### config.mk
export PLATFORM = sky130hd
export DESIGN_NAME = pll_divcmd_ctrl
export DESIGN_NICKNAME = d
export VERILOG_FILES = /design/src/rtl/pll_divcmd_pkg.sv /design/src/rtl/pll_divcmd_decode.sv /design/src/rtl/pll_divcmd_live.sv /design/src/rtl/pll_divcmd_shadow.sv /design/src/rtl/pll_divcmd_ctrl.sv
export SDC_FILE = /design/constraint.sdc
export NUM_CORES = 1
export LEC_CHECK = 0
export ABC_AREA = 0
export CORE_MARGIN = 2
export CORE_UTILIZATION = 42
export DETAILED_ROUTE_END_ITERATION = 16
export PLACE_DENSITY = 0.76
export SKIP_CTS_REPAIR_TIMING = 1
export SYNTH_ARGS = -nofsm -noshare
export SYNTH_HDL_FRONTEND = slang
export SYNTH_SLANG_ARGS = --single-unit
export TNS_END_PERCENT = 30
### constraint.sdc
create_clock -name clk -period 3.1 [get_ports clk]
set_input_delay 0.31 -clock clk [delete_from_list [all_inputs] [get_ports clk]]
set_output_delay 0.31 -clock clk [all_outputs]
set_load 0.005 [all_outputs]
### src/rtl/pll_divcmd_pkg.sv
package pll_divcmd_pkg;

   localparam int OPC_W = 4;

   localparam logic [OPC_W-1:0] CODE_INC  = 4'h1;
   localparam logic [OPC_W-1:0] CODE_DEC  = 4'h2;
   localparam logic [OPC_W-1:0] CODE_LOAD = 4'h4;
   localparam logic [OPC_W-1:0] CODE_GET  = 4'h8;

   typedef enum logic [2:0] {
      OP_NONE,
      OP_INC,
      OP_DEC,
      OP_LOAD,
      OP_GET
   } div_op_e;

endpackage

### src/rtl/pll_divcmd_decode.sv
module pll_divcmd_decode
   import pll_divcmd_pkg::*;
#(
   parameter int CMD_W = 8
) (
   input  logic             cmd_valid,
   input  logic [CMD_W-1:0] cmd_byte,
   input  logic             serial_mode,
   output div_op_e          op
);

   generate
      if (CMD_W < OPC_W) begin : g_bad_cmd_w
         $error("CMD_W must hold the opcode nibble");
      end
   endgenerate

   logic [OPC_W-1:0] code;
   logic             unused_upper;

   assign code         = cmd_byte[OPC_W-1:0];
   assign unused_upper = ^cmd_byte[CMD_W-1:OPC_W];

   always_comb begin
      op = OP_NONE;
      if (cmd_valid && serial_mode) begin
         case (code)
            CODE_INC:  op = OP_INC;
            CODE_DEC:  op = OP_DEC;
            CODE_LOAD: op = OP_LOAD;
            CODE_GET:  op = OP_GET;
            default:   op = OP_NONE;
         endcase
      end
   end

endmodule

### src/rtl/pll_divcmd_live.sv
module pll_divcmd_live
   import pll_divcmd_pkg::*;
#(
   parameter int M_W  = 10,
   parameter int NA_W = 3
) (
   input  logic            clk,
   input  logic            rst_n,
   input  logic            serial_mode,
   input  div_op_e         op,
   input  logic [M_W-1:0]  pin_m,
   input  logic [NA_W-1:0] pin_na,
   input  logic            pin_nb,
   input  logic            pin_p,
   input  logic [M_W-1:0]  ld_m,
   input  logic [NA_W-1:0] ld_na,
   input  logic            ld_nb,
   input  logic            ld_p,
   output logic [M_W-1:0]  m_q,
   output logic [NA_W-1:0] na_q,
   output logic            nb_q,
   output logic            p_q
);

   localparam logic [M_W-1:0] M_ONE = M_W'(1);

   always_ff @(posedge clk) begin
      if (!rst_n) begin
         m_q  <= '0;
         na_q <= '0;
         nb_q <= 1'b0;
         p_q  <= 1'b0;
      end else if (!serial_mode) begin
         m_q  <= pin_m;
         na_q <= pin_na;
         nb_q <= pin_nb;
         p_q  <= pin_p;
      end else begin
         case (op)
            OP_INC:  m_q <= m_q + M_ONE;
            OP_DEC:  m_q <= m_q - M_ONE;
            OP_LOAD: begin
               m_q  <= ld_m;
               na_q <= ld_na;
               nb_q <= ld_nb;
               p_q  <= ld_p;
            end
            default: ;
         endcase
      end
   end

endmodule

### src/rtl/pll_divcmd_shadow.sv
module pll_divcmd_shadow
   import pll_divcmd_pkg::*;
#(
   parameter int REG_W = 8
) (
   input  logic             clk,
   input  logic             rst_n,
   input  logic             serial_mode,
   input  div_op_e          op,
   input  logic             wr_lo,
   input  logic             wr_hi,
   input  logic [REG_W-1:0] wr_data,
   input  logic [REG_W-1:0] snap_lo,
   input  logic [REG_W-2:0] snap_hi,
   output logic [REG_W-1:0] lo_q,
   output logic [REG_W-2:0] hi_q
);

   always_ff @(posedge clk) begin
      if (!rst_n) begin
         lo_q <= '0;
         hi_q <= '0;
      end else if (!serial_mode || op == OP_GET) begin
         lo_q <= snap_lo;
         hi_q <= snap_hi;
      end else begin
         if (wr_lo) lo_q <= wr_data;
         if (wr_hi) hi_q <= wr_data[REG_W-2:0];
      end
   end

endmodule

### src/rtl/pll_divcmd_ctrl.sv
module pll_divcmd_ctrl
   import pll_divcmd_pkg::*;
#(
   parameter int M_W   = 10,
   parameter int NA_W  = 3,
   parameter int REG_W = 8
) (
   input  logic             clk,
   input  logic             rst_n,
   input  logic             serial_mode,
   input  logic             lock_in,
   input  logic [M_W-1:0]   pin_m,
   input  logic [NA_W-1:0]  pin_na,
   input  logic             pin_nb,
   input  logic             pin_p,
   input  logic             wr_lo,
   input  logic             wr_hi,
   input  logic [REG_W-1:0] wr_data,
   input  logic             cmd_valid,
   input  logic [REG_W-1:0] cmd_byte,
   output logic [M_W-1:0]   div_m,
   output logic [NA_W-1:0]  div_na,
   output logic             div_nb,
   output logic             div_p,
   output logic [REG_W-1:0] reg_lo_rd,
   output logic [REG_W-1:0] reg_hi_rd
);

   localparam int M_HI_W = M_W - REG_W;
   localparam int NA_LSB = M_HI_W;
   localparam int NB_BIT = NA_LSB + NA_W;
   localparam int P_BIT  = NB_BIT + 1;

   generate
      if (M_W <= REG_W) begin : g_bad_m_w
         $error("M_W must exceed REG_W so that M spans both registers");
      end
      if (P_BIT + 2 != REG_W) begin : g_bad_layout
         $error("Divider fields plus lock must fill the high register");
      end
   endgenerate

   div_op_e          op;
   logic [M_W-1:0]   live_m;
   logic [NA_W-1:0]  live_na;
   logic             live_nb;
   logic             live_p;
   logic [REG_W-1:0] lo_q;
   logic [REG_W-2:0] hi_q;
   logic [REG_W-1:0] snap_lo;
   logic [REG_W-2:0] snap_hi;

   pll_divcmd_decode #(.CMD_W(REG_W)) u_dec (
      .cmd_valid   (cmd_valid),
      .cmd_byte    (cmd_byte),
      .serial_mode (serial_mode),
      .op          (op)
   );

   pll_divcmd_live #(.M_W(M_W), .NA_W(NA_W)) u_live (
      .clk         (clk),
      .rst_n       (rst_n),
      .serial_mode (serial_mode),
      .op          (op),
      .pin_m       (pin_m),
      .pin_na      (pin_na),
      .pin_nb      (pin_nb),
      .pin_p       (pin_p),
      .ld_m        ({hi_q[M_HI_W-1:0], lo_q}),
      .ld_na       (hi_q[NA_LSB +: NA_W]),
      .ld_nb       (hi_q[NB_BIT]),
      .ld_p        (hi_q[P_BIT]),
      .m_q         (live_m),
      .na_q        (live_na),
      .nb_q        (live_nb),
      .p_q         (live_p)
   );

   // Pins own the outputs in parallel mode; registered set in serial mode.
   assign div_m  = serial_mode ? live_m  : pin_m;
   assign div_na = serial_mode ? live_na : pin_na;
   assign div_nb = serial_mode ? live_nb : pin_nb;
   assign div_p  = serial_mode ? live_p  : pin_p;

   assign snap_lo = div_m[REG_W-1:0];
   assign snap_hi = {div_p, div_nb, div_na, div_m[M_W-1:REG_W]};

   pll_divcmd_shadow #(.REG_W(REG_W)) u_shadow (
      .clk         (clk),
      .rst_n       (rst_n),
      .serial_mode (serial_mode),
      .op          (op),
      .wr_lo       (wr_lo),
      .wr_hi       (wr_hi),
      .wr_data     (wr_data),
      .snap_lo     (snap_lo),
      .snap_hi     (snap_hi),
      .lo_q        (lo_q),
      .hi_q        (hi_q)
   );

   assign reg_lo_rd = serial_mode ? lo_q : snap_lo;
   assign reg_hi_rd = {lock_in, (serial_mode ? hi_q : snap_hi)};

endmodule

==> impl_metrics.tcl, run 1 <==
set metrics [dict create \
    synth-edff-count 0 \
    crit_path_start "cmd_valid" \
    status "finished clean" \
    dr.first_iter.drc_count 95 \
    tritoncts "yes" \
    die_h_um 76.0 \
    synth_ff_type "dfxtp_1" \
    hold_path_class "flip-flop to flip-flop" \
    r2r_start "u_live.m_q[0]" \
    grt.total_usage 0.201 \
    yosys.area.top_type "dfxtp_1" \
    drc_errors 0 \
    grt_pass1_vias 1982 \
    hold_path_startpoint "u_live.na_q[0]" \
    p_per_area_nw_per_um2 353 \
    tns_ns 0 \
    ys_seq_area_frac 0.276 \
    grt_setup_unrepaired "no" \
    dp_slack_ns 0.0814 \
    syn_area_um2 2180 \
    path_cells "clkdlybuf4s50_1, nand3b_4, nor4b_2, buf_4, ha_1, a21o_1, o21bai_1, o211a_1, or3_1, a32o_1" \
    synth.net_count 331 \
    gp_congestion 0.802 \
    initial_core_util 0.432 \
    fin_ws_ns 0.360 \
    worst_pin_slew_ns 0.598 \
    post_synth.cell_area_avg_um2 7.67 \
    htreeDepth 2 \
    final_common_cell "nand2_1" \
    setup_violations 0 \
    fp-row-count 26 \
    whs_ns 0.475 \
    fp.coreArea_um2 5040 \
    layout_common_cells "92 x nand2_1, 62 x clkdlybuf4s50_1, 30 x dfxtp_1" \
    finalWirelength_um 5650 \
    ir_worst_vdd_mv 0.264 \
    crit_path_max_fanout 9 \
    yosys-top-cells-area "dfxtp_1 28%, nand2_1 16%, o211a_1 7.8%" \
    hold_viol_final 0 \
    finClkSkew_ns 0.00305 \
    min_period_over_period 0.884 \
    maxCapViolCount 0 \
    fp.dieArea_um2 5780 \
    first_pass_iters 4 \
    drive_above_1_share 0.0612 \
    synth_cell_type_count 47 \
    maxSlewHeadroom 0.600 \
    report.final.slew_viol_count 0 \
    grt_pass1_wl_um 9610 \
    synthToLayoutAreaGrowth_pct 35.9 \
    syn_inst 284 \
    required_ns 3.27 \
    fin_crit_ns 2.74 \
    yosysWarnings 0 \
    grt_max_degree 56 \
    vias_per_cell 5.23 \
    path_clk_slew_ns 0.07 \
    path_class "input pin to flip-flop" \
    arrival_ns 2.91 \
    start_kind "input pin" \
    cts_buffers 5 \
    port_buffers 62 \
    overflow 0 \
    cts_sinks 30 \
    clk_path_buf_depth 2 \
    wl_per_cell_um 13.7 \
    critPathCaptureType "flip-flop" \
    nNetsFinal 389 \
    clock.fmax_mhz 365 \
    async_flop_share 0 \
    synth_top_area_share 0.276 \
    ioPinCount 69 \
    ys_ff_latch 30 \
    power_leakage_nw 1.48 \
    clock_latency_ns 0.28 \
    die_w_um 76.0 \
    critical_path.max_stage_delay_ns 0.54 \
    dpl.hpwl_um 4230 \
    diodes 0 \
    cp_slowest_cell "clkdlybuf4s50_1" \
    vias 2158 \
    grt_antenna_before_repair 0 \
    total_power_mw 1.04 \
    clockRootBuffer "clkbuf_8" \
    ant_nets 0 \
]
[logic make-up (layout without fill, tap and decap cells)]
kind of cell	Yosys count	after routing	synth area share
simple gates	138	138	0.297
mux	16	16	0.0735
flops	30	30	0.276
buf+inv	22	81	0.0448
fa+ha+maj	9	9	0.0551
compound gates	63	63	0.230
xor+xnor	6	6	0.0241
[critical path: cells and delay by family]
family / cells / cell delay (ns)
AOI/OAI and AO/OA: 4 / 0.89
adders and majority gates: 1 / 0.30
buffers and inverters: 2 / 0.75
and+or+nand+nor: 3 / 0.66
[power by group]
part | internal [mW] | leakage (nW) | switching, mW
clock network | 0.178 | 0.0472 | 0.153
logic | 0.157 | 1.18 | 0.125
registers | 0.413 | 0.248 | 0.0192
[flip-flops by register name (all words and copies together) (netlist names)]
signal,flops
u_live.m_q,10
u_live.nb_q,1
u_shadow.hi_q,7
u_shadow.lo_q,8
u_live.na_q,3
u_live.p_q,1
[routing by layer]
metal | track usage | vias up | routed length [um]
met5 | 0 | - | 0
met4 | 0.0600 | 0 | 36
met3 | 0.0450 | 4 | 317
met2 | 0.315 | 65 | 2570
met1 | 0.276 | 977 | 2730
li1 | - | 1112 | -
[stage by stage]
step                area, um^2   util  instances
global route              2960  0.588        413
finish                    2960  0.588        413
CTS                       2960  0.588        413
detailed placement        2870  0.569        405
global placement          2870  0.569        405
floorplan                 2190      -        284
[worst paths after layout]
check | endpoint | slack (ns) | depth (start not counted)
worst min-delay path | u_live.na_q[0] | 0.47 | 2
worst max-delay path | u_live.m_q[8] | 0.36 | 10
worst max register to register | u_live.m_q[8] | 1.02 | 6
worst min register to register | u_live.na_q[0] | 0.47 | 2
[cell usage after synthesis (3+ instances only)]
master / number
nand2_1: 92
dfxtp_1: 30
o211a_1: 17
mux2i_1: 16
nand2b_1: 15
clkbuf_1: 10
ha_1: 8
o21ai_0: 8
nor2_1: 7
nand3_1: 6
o211ai_1: 6
a21boi_0: 5
a21o_1: 4
a21oi_1: 4
buf_1: 4
nor2b_1: 4
xor2_1: 4
buf_2: 3
inv_1: 3
[area by class of cell]
cell class | count | area [um^2]
clock buffers | 6 | 82.6
clock inverters | 2 | 12.5
fillers | 483 | 2080
inverters | 3 | 11.3
multi-input cells | 232 | 1490
flip-flops and latches | 30 | 601
well taps | 70 | 87.6
repair buffers | 70 | 681
No activity file was read; power rests on OpenSTA's default activity.
==> run 2, diff against run 1 <==
--- a/config.mk
+++ b/config.mk
@@ -6,6 +6,7 @@
 export NUM_CORES = 1
 export LEC_CHECK = 0
 export ABC_AREA = 0
+export CORE_ASPECT_RATIO = 0.75
 export CORE_MARGIN = 2
 export CORE_UTILIZATION = 42
 export DETAILED_ROUTE_END_ITERATION = 16
==> impl_metrics.tcl, run 2 (synthesis results as in run 1) <==
set metrics [dict create \
    status "finished clean" \
    nNetsFinal 388 \
    die_w_um 87.2 \
    required_ns 3.28 \
    layout_common_cells "92 x nand2_1, 61 x clkdlybuf4s50_1, 30 x dfxtp_1" \
    fp.coreArea_um2 4950 \
    p_int_mw 0.747 \
    grt_pass1_wl_um 9600 \
    vias 2162 \
    dpl.hpwl_um 4270 \
    grt_setup_unrepaired "no" \
    swShare 0.282 \
    port_buffers 62 \
    r2r_start "u_live.m_q[0]" \
    maxCapViolCount 0 \
    reg_top3 "u_live.m_q: 10 flops, u_shadow.lo_q: 8 flops, u_shadow.hi_q: 7 flops" \
    critPathCaptureType "flip-flop" \
    htreeDepth 2 \
    holdPathStages 2 \
    tritoncts "yes" \
    grt_pass1_vias 2045 \
    p_seq_frac 0.414 \
    ir_worst_vdd_mv 0.182 \
    utilization 0.592 \
    initial_core_util 0.440 \
    largest_reg_flops 10 \
    total_power_mw 1.04 \
    fillers 477 \
    dr.first_iter.drc_count 146 \
    power_leakage_nw 1.47 \
    finalWirelength_um 5950 \
    top_register "u_live.m_q" \
    crit_path_max_fanout 9 \
    vias_per_cell 5.38 \
    clock_latency_ns 0.28 \
    grt_max_degree 56 \
    path_clk_slew_ns 0.06 \
    ff2ff_setup_slack_ns 1.01 \
    stdcell_count 402 \
    gp_congestion 0.864 \
    ioPinCount 69 \
    grt_antenna_before_repair 0 \
    r2r_end "u_live.m_q[8]" \
    path_class "input pin to flip-flop" \
    comb_power_share 0.272 \
    hold_path_startpoint "u_live.nb_q" \
    hold_path_class "flip-flop to flip-flop" \
    drive_above_1_share 0.0585 \
    die_h_um 66.4 \
    ant_nets 0 \
    fp.dieArea_um2 5790 \
    hold_viol_final 0 \
    power.share.clock 0.313 \
    whs_ns 0.472 \
    finClkSkew_ns 0.00251 \
    fin_crit_ns 2.76 \
    tns_ns 0 \
    cts_sinks 30 \
    cts_buffers 5 \
    maxSlewHeadroom 0.218 \
    start_kind "input pin" \
    overflow 0 \
    clock.fmax_mhz 363 \
    p_switching_mw 0.293 \
    clk_path_buf_depth 2 \
    whs_endpoint "u_live.nb_q" \
    arrival_ns 2.93 \
    drc_errors 0 \
    min_period_over_period 0.889 \
    seqCellArea_um2 601 \
    first_pass_iters 4 \
    diodes 0 \
    wl_per_cell_um 14.8 \
    fp-row-count 22 \
    p_per_area_nw_per_um2 354 \
    worst_pin_slew_ns 1.17 \
    setup_violations 0 \
    r2r_cells 6 \
    multiInputGateArea_um2 1490 \
    report.final.slew_viol_count 0 \
    final_common_cell "nand2_1" \
    clockRootBuffer "clkbuf_8" \
    dp_cells 394 \
    grt.total_usage 0.213 \
    synthToLayoutAreaGrowth_pct 34.6 \
]
[run 2: changes by cell type in the layout (fill, tap and decap cells not counted)]
cell,change
clkdlybuf4s50_1,-1
clkbuf_1,+1
clkinvlp_4,-1
buf_2,+1
buf_4,-1
[run 2: worst max path at each step]
stage                 from       endpoint  slack (ns)  cells after the start
3_5_place_dp     cmd_valid  u_live.m_q[8]        0.08                     10
4_1_cts          cmd_valid  u_live.m_q[8]        0.37                     10
3_3_place_gp     cmd_valid  u_live.m_q[8]        0.13                     10
5_1_grt          cmd_valid  u_live.m_q[8]        0.25                     10
6_report         cmd_valid  u_live.m_q[8]        0.34                     10
2_1_floorplan  cmd_byte[0]  u_live.m_q[8]        0.34                      8
[run 2: metal layers]
layer | part of all wire | wire [um] | GRT usage | vias up
li1 | - | - | - | 1116
met1 | 0.47 | 2820 | 0.289 | 969
met3 | 0.066 | 393 | 0.0474 | 5
met4 | 0.0072 | 43 | 0.0558 | 0
met2 | 0.45 | 2700 | 0.341 | 72
met5 | 0 | 0 | 0 | -
[run 2: per-stage QoR]
stage                     cell area, um^2  setup slack [ns]
after global routing                 2930             0.251
final                                2930             0.344
after global placement               2840             0.127
after detailed placement             2840            0.0822
after floorplan                      2190             0.336
after CTS                            2930             0.368
[run 2: final cells by class]
class | count | share of cell area
timing repair buffer | 69 | 0.228
tap | 60 | 0.0256
inverter | 3 | 0.00384
multi-input combinational | 232 | 0.507
clock inverter | 1 | 0.00171
clock buffer | 7 | 0.0294
sequential | 30 | 0.205
[run 2: worst max-delay path, cell delays in order]
cell and delay (ns):
clkdlybuf4s50_1 0.55, nand3b_4 0.12, nor4b_2 0.23, buf_4 0.22
ha_1 0.30, a21o_1 0.22, o21bai_1 0.19, o211a_1 0.23
or3_1 0.31, a32o_1 0.25
[run 2: power by group through the flow]
stage | combinational (mW) | sequential [mW] | clock [mW]
6_report | 0.283 | 0.431 | 0.326
5_1_grt | 0.311 | 0.434 | 0.355
4_1_cts | 0.284 | 0.431 | 0.333
3_5_place_dp | 0.282 | 0.439 | 0
3_3_place_gp | 0.277 | 0.438 | 0
2_1_floorplan | 0.148 | 0.434 | 0
==> run 3, diff against run 2 <==
--- a/config.mk
+++ b/config.mk
@@ -11,6 +11,7 @@
 export CORE_UTILIZATION = 42
 export DETAILED_ROUTE_END_ITERATION = 16
 export PLACE_DENSITY = 0.76
+export REMOVE_ABC_BUFFERS = 1
 export SKIP_CTS_REPAIR_TIMING = 1
 export SYNTH_ARGS = -nofsm -noshare
 export SYNTH_HDL_FRONTEND = slang
==> impl_metrics.tcl, run 3 (synthesis results as in run 1) <==
set metrics [dict create \
    reg_top3 "u_live.m_q: 10 flops, u_shadow.lo_q: 8 flops, u_shadow.hi_q: 7 flops" \
    grt_max_degree 56 \
    ant_nets 0 \
    p_int_mw 0.720 \
    dr.first_iter.drc_count 103 \
    min_period_over_period 0.909 \
    tritoncts "yes" \
    fin_ws_ns 0.281 \
    placed_area_um2 2850 \
    fillers 469 \
    power.share.clock 0.296 \
    grt_pass1_wl_um 9240 \
    r2r_start "u_live.m_q[0]" \
    ioPinCount 69 \
    critPathCaptureType "flip-flop" \
    critical_path.max_stage_delay_ns 0.54 \
    cts_sinks 30 \
    r2r_cells 6 \
    r2r_end "u_live.m_q[8]" \
    final_common_cell "nand2_1" \
    maxSlewHeadroom 0.262 \
    hold_path_startpoint "u_live.nb_q" \
    path_cells "clkdlybuf4s50_1, nand3b_4, nor4b_1, buf_4, ha_1, a21o_1, o21bai_1, o211a_1, or3_1, a32o_1" \
    finClkSkew_ns 0.00469 \
    required_ns 3.28 \
    power_leakage_nw 1.47 \
    largest_reg_flops 10 \
    whs_endpoint "u_live.nb_q" \
    grt_setup_unrepaired "no" \
    htreeDepth 2 \
    wl_met1_um 2870 \
    cp_slowest_cell "clkdlybuf4s50_1" \
    hold_path_class "flip-flop to flip-flop" \
    initial_core_util 0.440 \
    dr_wl_met2_um 2620 \
    vias 2170 \
    grt_pass1_vias 1964 \
    clock.fmax_mhz 355 \
    cts_buffers 5 \
    comb_power_share 0.279 \
    swShare 0.290 \
    fp-row-count 22 \
    gp_congestion 0.867 \
    fp.coreArea_um2 4950 \
    synthToLayoutAreaGrowth_pct 34.3 \
    report.final.slew_viol_count 0 \
    port_buffers 62 \
    path_clk_slew_ns 0.07 \
    ir_worst_vdd_mv 0.204 \
    fp.dieArea_um2 5790 \
    die_w_um 87.2 \
    holdPathStages 2 \
    worst_pin_slew_ns 1.11 \
    layout_common_cells "92 x nand2_1, 61 x clkdlybuf4s50_1, 30 x dfxtp_1" \
    nNetsFinal 388 \
    grt_antenna_before_repair 0 \
    setup_violations 0 \
    clock_latency_ns 0.28 \
    grt.total_usage 0.207 \
    wl_per_cell_um 14.8 \
    ff2ff_setup_slack_ns 1.02 \
    start_kind "input pin" \
    path_class "input pin to flip-flop" \
    first_pass_iters 4 \
    p_switching_mw 0.294 \
    utilization 0.591 \
    top_layer "met4" \
    clk_path_buf_depth 2 \
    top_register "u_live.m_q" \
    die_h_um 66.4 \
    maxCapViolCount 0 \
    clockRootBuffer "clkbuf_8" \
    diodes 0 \
    hold_viol_final 0 \
    finalWirelength_um 5930 \
    crit_family "compound AO/OA/AOI/OAI gates" \
    dp_slack_ns -0.00568 \
    overflow 0 \
    fin_area_um2 2930 \
    drive_above_1_share 0.0557 \
    p_per_area_nw_per_um2 346 \
    vias_per_cell 5.41 \
    dpl.hpwl_um 4260 \
    crit_path_max_fanout 9 \
    drc_errors 0 \
    p_seq_frac 0.425 \
    status "finished clean" \
    arrival_ns 3.00 \
    fin_crit_ns 2.82 \
    crit_buf_inv 2 \
    routed-wl-met3_um 414 \
]
[run 3: worst max-delay path by stage]
stage	start	endpoint	slack, ns	depth (start not counted)
2_1_floorplan	cmd_byte[3]	u_live.m_q[8]	0.008	8
3_5_place_dp	cmd_valid	u_live.m_q[8]	-0.006	10
5_1_grt	cmd_valid	u_live.m_q[8]	0.13	10
6_report	cmd_valid	u_live.m_q[8]	0.28	10
3_3_place_gp	cmd_valid	u_live.m_q[8]	0.04	10
4_1_cts	cmd_valid	u_live.m_q[8]	0.27	10
[run 3: power groups by stage]
stage,clock (mW),sequential (mW),combinational [mW]
2_1_floorplan,0,0.434,0.126
3_3_place_gp,0,0.438,0.278
3_5_place_dp,0,0.439,0.282
4_1_cts,0.308,0.431,0.285
5_1_grt,0.324,0.434,0.310
6_report,0.300,0.431,0.283
[run 3: layer usage]
| layer | up-vias | GRT usage |
|---|---|---|
| met2 | 78 | 0.328 |
| li1 | 1112 | - |
| met3 | 2 | 0.0387 |
| met1 | 978 | 0.280 |
| met5 | - | 0 |
| met4 | 0 | 0.0750 |
[run 3: stage by stage]
step / total power [mW] / setup TNS (ns) / hold slack [ns] / cells
2_1_floorplan: 0.560 / 0 / 0.410 / 265
3_3_place_gp: 0.716 / 0 / 0.460 / 394
3_5_place_dp: 0.721 / -0.00568 / 0.468 / 394
4_1_cts: 1.02 / 0 / 0.477 / 401
5_1_grt: 1.07 / 0 / 0.513 / 401
6_report: 1.01 / 0 / 0.473 / 401
[run 3: layout make-up]
| cell class | count | area, um^2 | area share |
|---|---|---|---|
| tap | 60 | 75.1 | 0.0256 |
| timing repair buffer | 69 | 681 | 0.232 |
| sequential | 30 | 601 | 0.205 |
| clock inverter | 2 | 10.0 | 0.00342 |
| clock buffer | 5 | 68.8 | 0.0235 |
| inverter | 3 | 11.3 | 0.00385 |
| multi-input combinational | 232 | 1480 | 0.506 |
[run 3: worst min-delay path, cell delays in order, from the launching register on]
cell	delay, ns
dfxtp_1	0.31
nand3_1	0.06
a21boi_0	0.06
